--- src/rtl/clic_dispatch.sv ---
module clic_dispatch #(
  parameter int NIRQ   = 8,
  parameter int PRIO_W = 3
) (
  input  logic                    clk,
  input  logic                    rst_n,
  input  logic [NIRQ-1:0]         irq_in,
  input  logic                    bus_valid,
  input  logic                    bus_write,
  input  logic [7:0]              bus_addr,
  input  logic [31:0]             bus_wdata,
  output logic [31:0]             bus_rdata,
  output logic                    irq_req,
  output logic [$clog2(NIRQ)-1:0] irq_id,
  output logic [31:0]             irq_addr,
  input  logic                    irq_ack,
  input  logic [31:0]             ret_pc,
  input  logic                    irq_exit,
  output logic                    gie,
  output logic [$clog2(NIRQ)-1:0] ctx_cause,
  output logic [31:0]             ctx_pc
);
  localparam int IDW = $clog2(NIRQ);
  localparam logic [7:0] NIRQ8 = 8'(NIRQ);

  logic [PRIO_W-1:0] prio [NIRQ];
  logic [NIRQ-1:0]   ien, edg, pend_e, prev, pend, elig, clr;
  logic [31:0]       vbase, entry, pc_q;
  logic [PRIO_W-1:0] thr, best_p;
  logic [IDW-1:0]    best_id, cause_q;
  logic              gie_q, have, wr, rd_claim, claim_take, take, nonvec, src_hit;
  logic [7:0]        sidx_full;
  logic [IDW-1:0]    sidx;
  logic [31:0]       vec_of;
  logic              unused_bits;

  assign wr         = bus_valid & bus_write;
  assign rd_claim   = bus_valid & ~bus_write & (bus_addr == 8'd3);
  assign sidx_full  = bus_addr - 8'd16;
  assign src_hit    = (bus_addr >= 8'd16) && (sidx_full < NIRQ8);
  assign sidx       = sidx_full[IDW-1:0];
  assign nonvec     = entry[0];
  assign pend       = (edg & pend_e) | (~edg & irq_in);
  assign unused_bits = ^bus_wdata;

  always_comb begin
    elig = '0;
    for (int i = 1; i < NIRQ; i++)
      elig[i] = pend[i] & ien[i] & (prio[i] > thr);
  end

  always_comb begin
    best_id = '0;
    best_p  = '0;
    for (int i = 1; i < NIRQ; i++)
      if (elig[i] && prio[i] >= best_p) begin
        best_p  = prio[i];
        best_id = IDW'(i);
      end
  end

  assign have       = |elig;
  assign vec_of     = vbase + {{(30-IDW){1'b0}}, best_id, 2'b00};
  assign claim_take = rd_claim & have;
  assign take       = irq_ack & irq_req;

  always_comb begin
    clr = '0;
    if (claim_take || (take && !nonvec)) clr[best_id] = 1'b1;
    if (wr && src_hit) clr[sidx] = 1'b1;
  end

  always_ff @(posedge clk) begin
    if (!rst_n) begin
      prev   <= '0;
      pend_e <= '0;
    end else begin
      prev   <= irq_in;
      pend_e <= (pend_e & ~clr) | (irq_in & ~prev);
    end
  end

  always_ff @(posedge clk) begin
    if (!rst_n) begin
      vbase <= '0; entry <= '0; thr <= '0; ien <= '0; edg <= '0;
      for (int i = 0; i < NIRQ; i++) prio[i] <= '0;
    end else if (wr) begin
      case (bus_addr)
        8'd0: thr   <= bus_wdata[PRIO_W-1:0];
        8'd1: vbase <= bus_wdata;
        8'd2: entry <= bus_wdata;
        default:
          if (src_hit) begin
            prio[sidx] <= bus_wdata[PRIO_W-1:0];
            ien[sidx]  <= bus_wdata[8];
            edg[sidx]  <= bus_wdata[9];
          end
      endcase
    end
  end

  always_ff @(posedge clk) begin
    if (!rst_n) begin
      gie_q <= 1'b0; cause_q <= '0; pc_q <= '0;
    end else begin
      if (wr && bus_addr == 8'd4) gie_q <= bus_wdata[0];
      if (irq_exit) gie_q <= 1'b1;
      if (take) begin
        gie_q   <= 1'b0;
        cause_q <= best_id;
        pc_q    <= ret_pc;
      end
      if (claim_take) gie_q <= 1'b1;
    end
  end

  always_comb begin
    case (bus_addr)
      8'd0:    bus_rdata = 32'(thr);
      8'd1:    bus_rdata = vbase;
      8'd2:    bus_rdata = entry;
      8'd3:    bus_rdata = have ? vec_of : 32'd0;
      8'd4:    bus_rdata = {31'd0, gie_q};
      8'd5:    bus_rdata = 32'(cause_q);
      8'd6:    bus_rdata = pc_q;
      default: bus_rdata = src_hit ? {21'd0, pend[sidx], edg[sidx], ien[sidx], 8'(prio[sidx])} : 32'd0;
    endcase
  end

  assign irq_req   = gie_q & have;
  assign irq_id    = best_id;
  assign irq_addr  = nonvec ? {entry[31:1], 1'b0} : vec_of;
  assign gie       = gie_q;
  assign ctx_cause = cause_q;
  assign ctx_pc    = pc_q;

  a_r1_reset_quiet: assert property (@(posedge clk) !rst_n |=> !gie && !irq_req);
  a_r5_req_id_nonzero: assert property (@(posedge clk) disable iff (!rst_n) irq_req |-> irq_id != '0);
  a_r8_claim_enables: assert property (@(posedge clk) disable iff (!rst_n) (rd_claim && have) |=> gie);
  a_r9_ack_masks: assert property (@(posedge clk) disable iff (!rst_n)
    (irq_ack && irq_req && !rd_claim) |=> !gie);
  a_r9_exit_unmasks: assert property (@(posedge clk) disable iff (!rst_n)
    (irq_exit && !irq_ack && !(wr && bus_addr == 8'd4)) |=> gie);
  a_r4_above_threshold: assert property (@(posedge clk) disable iff (!rst_n) irq_req |-> prio[irq_id] > thr);
  generate
    for (genvar g = 1; g < NIRQ; g++) begin : g_edge
      a_r3_edge_latches: assert property (@(posedge clk) disable iff (!rst_n)
        (irq_in[g] && !prev[g]) |=> pend_e[g]);
    end
  endgenerate
endmodule

--- config.mk ---
export PLATFORM = sky130hd
export DESIGN_NAME = clic_dispatch
export DESIGN_NICKNAME = d
export VERILOG_FILES = /design/src/rtl/clic_dispatch.sv
export SDC_FILE = /design/constraint.sdc
export NUM_CORES = 1
export LEC_CHECK = 0
export BUFFER_PORTS_ARGS = -buffer_cell sky130_fd_sc_hd__buf_2
export CORE_AREA = 4 4 169 171
export CTS_BUF_LIST = sky130_fd_sc_hd__clkbuf_8 sky130_fd_sc_hd__clkbuf_16
export CTS_CLUSTER_SIZE = 30
export DETAILED_ROUTE_END_ITERATION = 12
export DIE_AREA = 0 0 173 175
export GPL_TIMING_DRIVEN = 0
export PLACE_DENSITY_LB_ADDON = 0.25
export SYNTH_ARGS = -nofsm -noshare
export SYNTH_HDL_FRONTEND = slang
export SYNTH_SLANG_ARGS = --single-unit
--- constraint.sdc ---
create_clock -name clk -period 17.1 [get_ports clk]
set_input_delay 1.71 -clock clk [delete_from_list [all_inputs] [get_ports clk]]
set_output_delay 1.71 -clock clk [all_outputs]
set_load 0.01 [all_outputs]
# --- Yosys cells after proc, flatten, opt, wreduce, memory -nomap -nowiden ---
# Memories as Yosys holds them, arrays and structs flattened.
# Cells that the tools add are included.
classes:
  add_sub_neg: 2
  n_lt_le_gt_ge: 20
  eq_ne: 6
  muxes: 44
  bitwise: 32
  n_reduce_logical: 24
ops:
  columns: ["cell", "n"]
  rows:
  - ["$pmux 32 s7", 1]
  - ["$mux 32", 2]
  - ["$mux 3", 14]
  - ["$add 32x5->32", 1]
  - ["$and 8x8->8", 4]
  - ["$eq 8x3->1 const B", 3]
  - ["$not 8->8", 3]
  - ["$or 8x8->8", 3]
  - ["$gt 3x3->1", 7]
  - ["$and 1x1->1", 20]
  - ["$ge 3x3->1", 6]
  - ["$mux 1", 17]
  - ["$bwmux 8", 2]
  - ["$eq 8x2->1 const B", 2]
  - ["$mux 8", 2]
  - ["$logic_and 1x1->1", 13]
  - ["$mux 11", 1]
  - ["$bmux 1 s3", 3]
  - ["$ge 3x1->1 const B", 3]
  - ["$eq 8x1->1 const B", 1]
  - ["$ge 8x5->1 const B", 1]
  - ["$logic_not 8->1", 1]
  - ["$lt 3x4->1 const B", 2]
  - ["$lt 8x4->1 const B", 1]
  - ["10 further kinds", 15]
totals:
  regBits: 135
  mem_bits_rw: 24
  inputBits: 86
  out_inout_bits: 104
  elab_cells: 139
  mem_count: 1
mem_list:
  columns: ["memory", "depth", "width", "rd", "rd_ports_with_merged_regs", "write_ports", "line", "source"]
  rows:
  - ["prio", 8, 3, 8, 0, 8, "26", "logic [PRIO_W-1:0] prio [NIRQ];"]

# --- Logic depth before layout (Yosys ltp) ---
logic_depth:
  ltp_word: 35
  depth_mapped: 54

# --- Worst setup path after synthesis ---
# OpenSTA, ideal clock, no wires.
synth_path:
  kind: "input to output"
  from: "in irq_in[1]"
  to: "out bus_rdata[28]"
  arrival_ns: 11.800
  required_time_ns: 15.390
  setup_slack_ns: 3.590
  cell_stages: 49
  path_buffers: 1
  cell_sequence: "mux2_2 > nand3_1 > nor2_1 > nand2_1 > ha_1 > nand2_1 > o21ai_0 > nand2_2 > mux2_4 > ha_1 > nand2b_1 > a31oi_1 > or3_1 > buf_6 > mux2_2 > ha_1 > inv_1 > a41oi_1 > [... 13 more ...] > and2b_2 > o21ai_1 > mux2_4 > ha_1 > nand2b_1 > a21oi_1 > nor2b_1 > o21ai_1 > and2_0 > nand2_1 > ha_1 > a21oi_1 > or3_1 > nor2_1 > nand3_1 > nor2_1 > a21oi_1 > o21ai_0"
synth_via:
  elab_chain_cells: 27
  elab_cells_between_ends: 34
synth_rtl:
  columns: ["item", "line", "source"]
  rows:
  - ["from (decl)", "7", "input logic [NIRQ-1:0] irq_in,"]
  - ["$and 8x8->8 (*)", "43", "assign pend = (edg & pend_e) | (~edg & irq_in);"]
  - ["$or 8x8->8 (*)", "43", null]
  - ["$and 1x1->1 (*) (2 in a row)", "49", "elig[i] = pend[i] & ien[i] & (prio[i] > thr);"]
  - ["$logic_and 1x1->1 (*)", "56", "if (elig[i] && prio[i] >= best_p) begin"]
  - ["$mux 3 (*)", "56", null]
  - ["$ge 3x3->1", "56", null]
  - ["$logic_and 1x1->1", "56", null]
  - ["$mux 3 (*)", "56", null]
  - ["[... 11 more ...]", null, null]
  - ["$mux 3", "56", null]
  - ["$ge 3x3->1", "56", null]
  - ["$logic_and 1x1->1", "56", null]
  - ["$mux 3 (*)", "56", null]
  - ["via irq_id[2]", "14", "output logic [$clog2(NIRQ)-1:0] irq_id,"]
  - ["$add 32x5->32 (*)", "63", "assign vec_of = vbase + {{(30-IDW){1'b0}}, best_id, 2'b00};"]
  - ["$mux 32 (*)", "122", "8'd3: bus_rdata = have ? vec_of : 32'd0;"]
  - ["$pmux 32 s7 (*)", "118", "case (bus_addr)"]
  - ["to (decl)", "12", "output logic [31:0] bus_rdata,"]
# Mark *: on every way through the listed nets, which the timed path passes. The rest lies on a longest branch.

# --- Worst setup path in the final report ---
layout_path:
  from: "in irq_in[1]"
  to: "out bus_rdata[30]"
layout_via:
  elab_chain_cells: 27
  elab_cells_between_ends: 34
layout_rtl:
  columns: ["item", "line"]
  rows:
  - ["$and 8x8->8 (*)", "43"]
  - ["$or 8x8->8 (*)", "43"]
  - ["$and 1x1->1 (*) (2 in a row)", "49"]
  - ["$logic_and 1x1->1", "56"]
  - ["$mux 3", "56"]
  - ["$ge 3x3->1", "56"]
  - ["$logic_and 1x1->1", "56"]
  - ["$mux 3", "56"]
  - ["[... 10 more ...]", null]
  - ["$logic_and 1x1->1", "56"]
  - ["$mux 3", "56"]
  - ["$ge 3x3->1", "56"]
  - ["$logic_and 1x1->1", "56"]
  - ["$mux 3", "56"]
  - ["$add 32x5->32", "63"]
  - ["$mux 32 (*)", "122"]
  - ["$pmux 32 s7 (*)", "118"]
# Every way passes the cells marked *; elsewhere a longest branch is shown, timed or not.

==> out/results.tsv <==
metric	value	unit
ys.flop_type	dfxtp_1	
die_w	173	µm
grt_max_degree	19	
dp.cells	1688	
hold_viol_final	0	
worst_setup_path_start_kind	primary input	
core_area	0.0269	mm²
wl_per_cell	20.7	µm
holdPathEnd	pend_e[4]	
via_per_inst	5.55	
slew_viol_final	0	
fill_cells	2831	
final.period_utilization	94.3	%
reg2reg_depth	44	
tightest_slew	1050	ps
ys_ff_latch	159	
cts.clk_slew.worst_paths	80	ps
synth_edf_count	24	
die_h	175	µm
grt_pass1_wl	54100	µm
yosys.area.top_type_share	29.0	%
p_total	0.831	mW
rsz0062_at_grt	no	
yosys.area.top_type	dfxtp_1	
worstSetupPathType	primary input to output port	
r2r-start	thr[2]	
num_vias	9562	
critPathSlowestCell	nor4b_2	
layout_commonest_cell	nand2_1	
first_global_vias	9427	
synth_cells	1162	
cts.sinks	159	
clockBufferDepth	2	
layout.nets	1493	
dr.first_iter.drc_count	1028	
setup-violations-final	0	
max_freq	0.0620	GHz
grt-ovfl-total	0	
fin_cells	1722	
hold_start	prev[4]	
synthArstFlopShare	0	%
grt_usage	22.9	%
setup_tns	0	ps
cp-end-kind	output port	
seq_area_frac_synth	36.7	%
dieArea	0.0303	mm²
dp_hpwl	27400	µm
cts_max_level	4	
cpMostUsedCell	ha_1	
skew	11.6	ps
yosysWarnings	0	
drtPass1Iterations	6	
peakVddDrop	0.0000736	V
boundaryPins	190	
root_buffer	clkbuf_16	
fin_area	0.0113	mm²
syn_avg_cell_area	8.02	µm²
path_max_fanout	9	
drv_cap	0	
routed_wl	35600	µm
placed_area	0.0107	mm²
worst_r2r_endpoint	ctx_cause[0]	
layout_common_cells	nand2_1 (267), buf_2 (188), a21oi_1 (144)	
std_cell_rows	60	
place_congestion	0.918	
tritoncts	built	
io_buffers	185	
yosys-top-cells-area	dfxtp_1 (29%), nand2_1 (11%), a21oi_1 (7.7%)	
syn_area	0.00932	mm²
min_path_cells	1	
syn2layout_area_growth	20.8	%
status	finished clean	
seqCellArea	0.00342	mm²
cts_resized	0	
crit_required	15390	ps
cts_buffers	17	
drive_gt1_share	19.7	%
cellPowerDensity	73.8	mW/mm²
post-route-min-period	16120	ps
p_leak	4.53	nW
postCtsHoldBufs	0	
multiInputGateArea	0.00544	mm²
cp_slowest_stage_delay	680	ps
worst_slack	977	ps
drc_errors	0	
rrSetupSlack	5860	ps
hp-class	register to register	
maxSlewHeadroom	29.4	%
ys_types	76	
syn_nets	1289	
clk_latency	450	ps
worstPathArrival	14410	ps
start_util	34.7	%
dp_slack	1160	ps
cts_setup_buffers	0	
final_antenna_net_count	0	
antenna_found_initial	3	
per-layer routing:
metal  GRT usage (%)  part of all wire [%]
met5               0                 0.037
met4            8.95                   3.3
met3            4.67                   8.3
met2            38.4                    47
met1            29.0                    41
stage by stage:
stage	hold WS [ps]	utilization [%]
global placement	393	39.7
global route	455	41.9
floorplan	388	-
finish	413	41.9
detailed placement	406	39.7
CTS	416	41.9
state kept, by name (all words and copies together), names as in the netlist:
name / cells
vbase: 32
thr: 3
pend_e: 8
prev: 8
prio: 24
ien: 8
edg: 8
ctx_pc: 32
gie: 1
entry: 32
ctx_cause: 3
worst max path at each step:
stage | start | to | slack (ps) | cells past startpoint
global placement | irq_in[1] | bus_rdata[30] | 1270 | 51
finish | irq_in[1] | bus_rdata[30] | 980 | 52
floorplan | irq_in[1] | bus_rdata[28] | 3590 | 49
CTS | irq_in[1] | bus_rdata[30] | 1110 | 52
global route | irq_in[1] | bus_rdata[25] | 20 | 53
detailed placement | irq_in[1] | bus_rdata[30] | 1160 | 52
synthesized netlist by cell type (5+ instances only):
cell type / number
nand2_1: 267
a21oi_1: 144
dfxtp_1: 135
clkbuf_1: 64
o21ai_0: 64
inv_1: 44
ha_1: 40
nor2_1: 33
and2_1: 32
nand3_1: 29
edfxtp_1: 24
a22oi_1: 16
mux2_2: 16
mux2i_1: 16
xnor2_1: 15
and3_1: 14
nor2b_1: 14
a31oi_1: 13
nor3_1: 13
xor2_1: 13
a22o_1: 11
mux4_2: 10
a222oi_1: 9
a221oi_1: 7
buf_1: 7
nand2b_1: 7
o211a_1: 7
o22ai_1: 7
a21o_1: 6
or3_1: 6
o21ai_1: 5
o311ai_0: 5
cells by family after synthesis:
logic type / count (synthesis) / share of synthesized area [%]
xor gates and xnor gates: 28 / 2.63
adders and majority gates: 41 / 5.58
buffers and inverters: 119 / 4.91
muxes: 47 / 6.99
and+or+nand+nor: 441 / 21.4
AOI/OAI and AO/OA: 327 / 21.7
DFF: 159 / 36.7
area by class of cell:
cell class	count	area share [%]
multi-input cells	884	48.3
flip-flops and latches	159	30.4
repair buffers	185	8.22
well taps	341	3.79
clock buffers	17	3.78
plain buffers	75	2.60
inverters	44	1.47
clock inverters	15	1.41
diodes	2	0.0444
power by group:
part	total, mW	internal (mW)	leakage [nW]	switching [mW]
sequential	0.390	0.385	1.32	0.00510
combinational	0.0566	0.0220	2.92	0.0346
clock	0.384	0.197	0.291	0.187
total	0.831	0.604	4.53	0.227
critical path: cells and delay by family:
family                     cells  cell delay [ps]
and+or+nand+nor               21             4860
AOI/OAI and AO/OA             14             3440
adders and majority gates      7             2040
muxes                          6             1860
buffers and inverters          4              510
No activity file was read; power rests on OpenSTA's default activity.
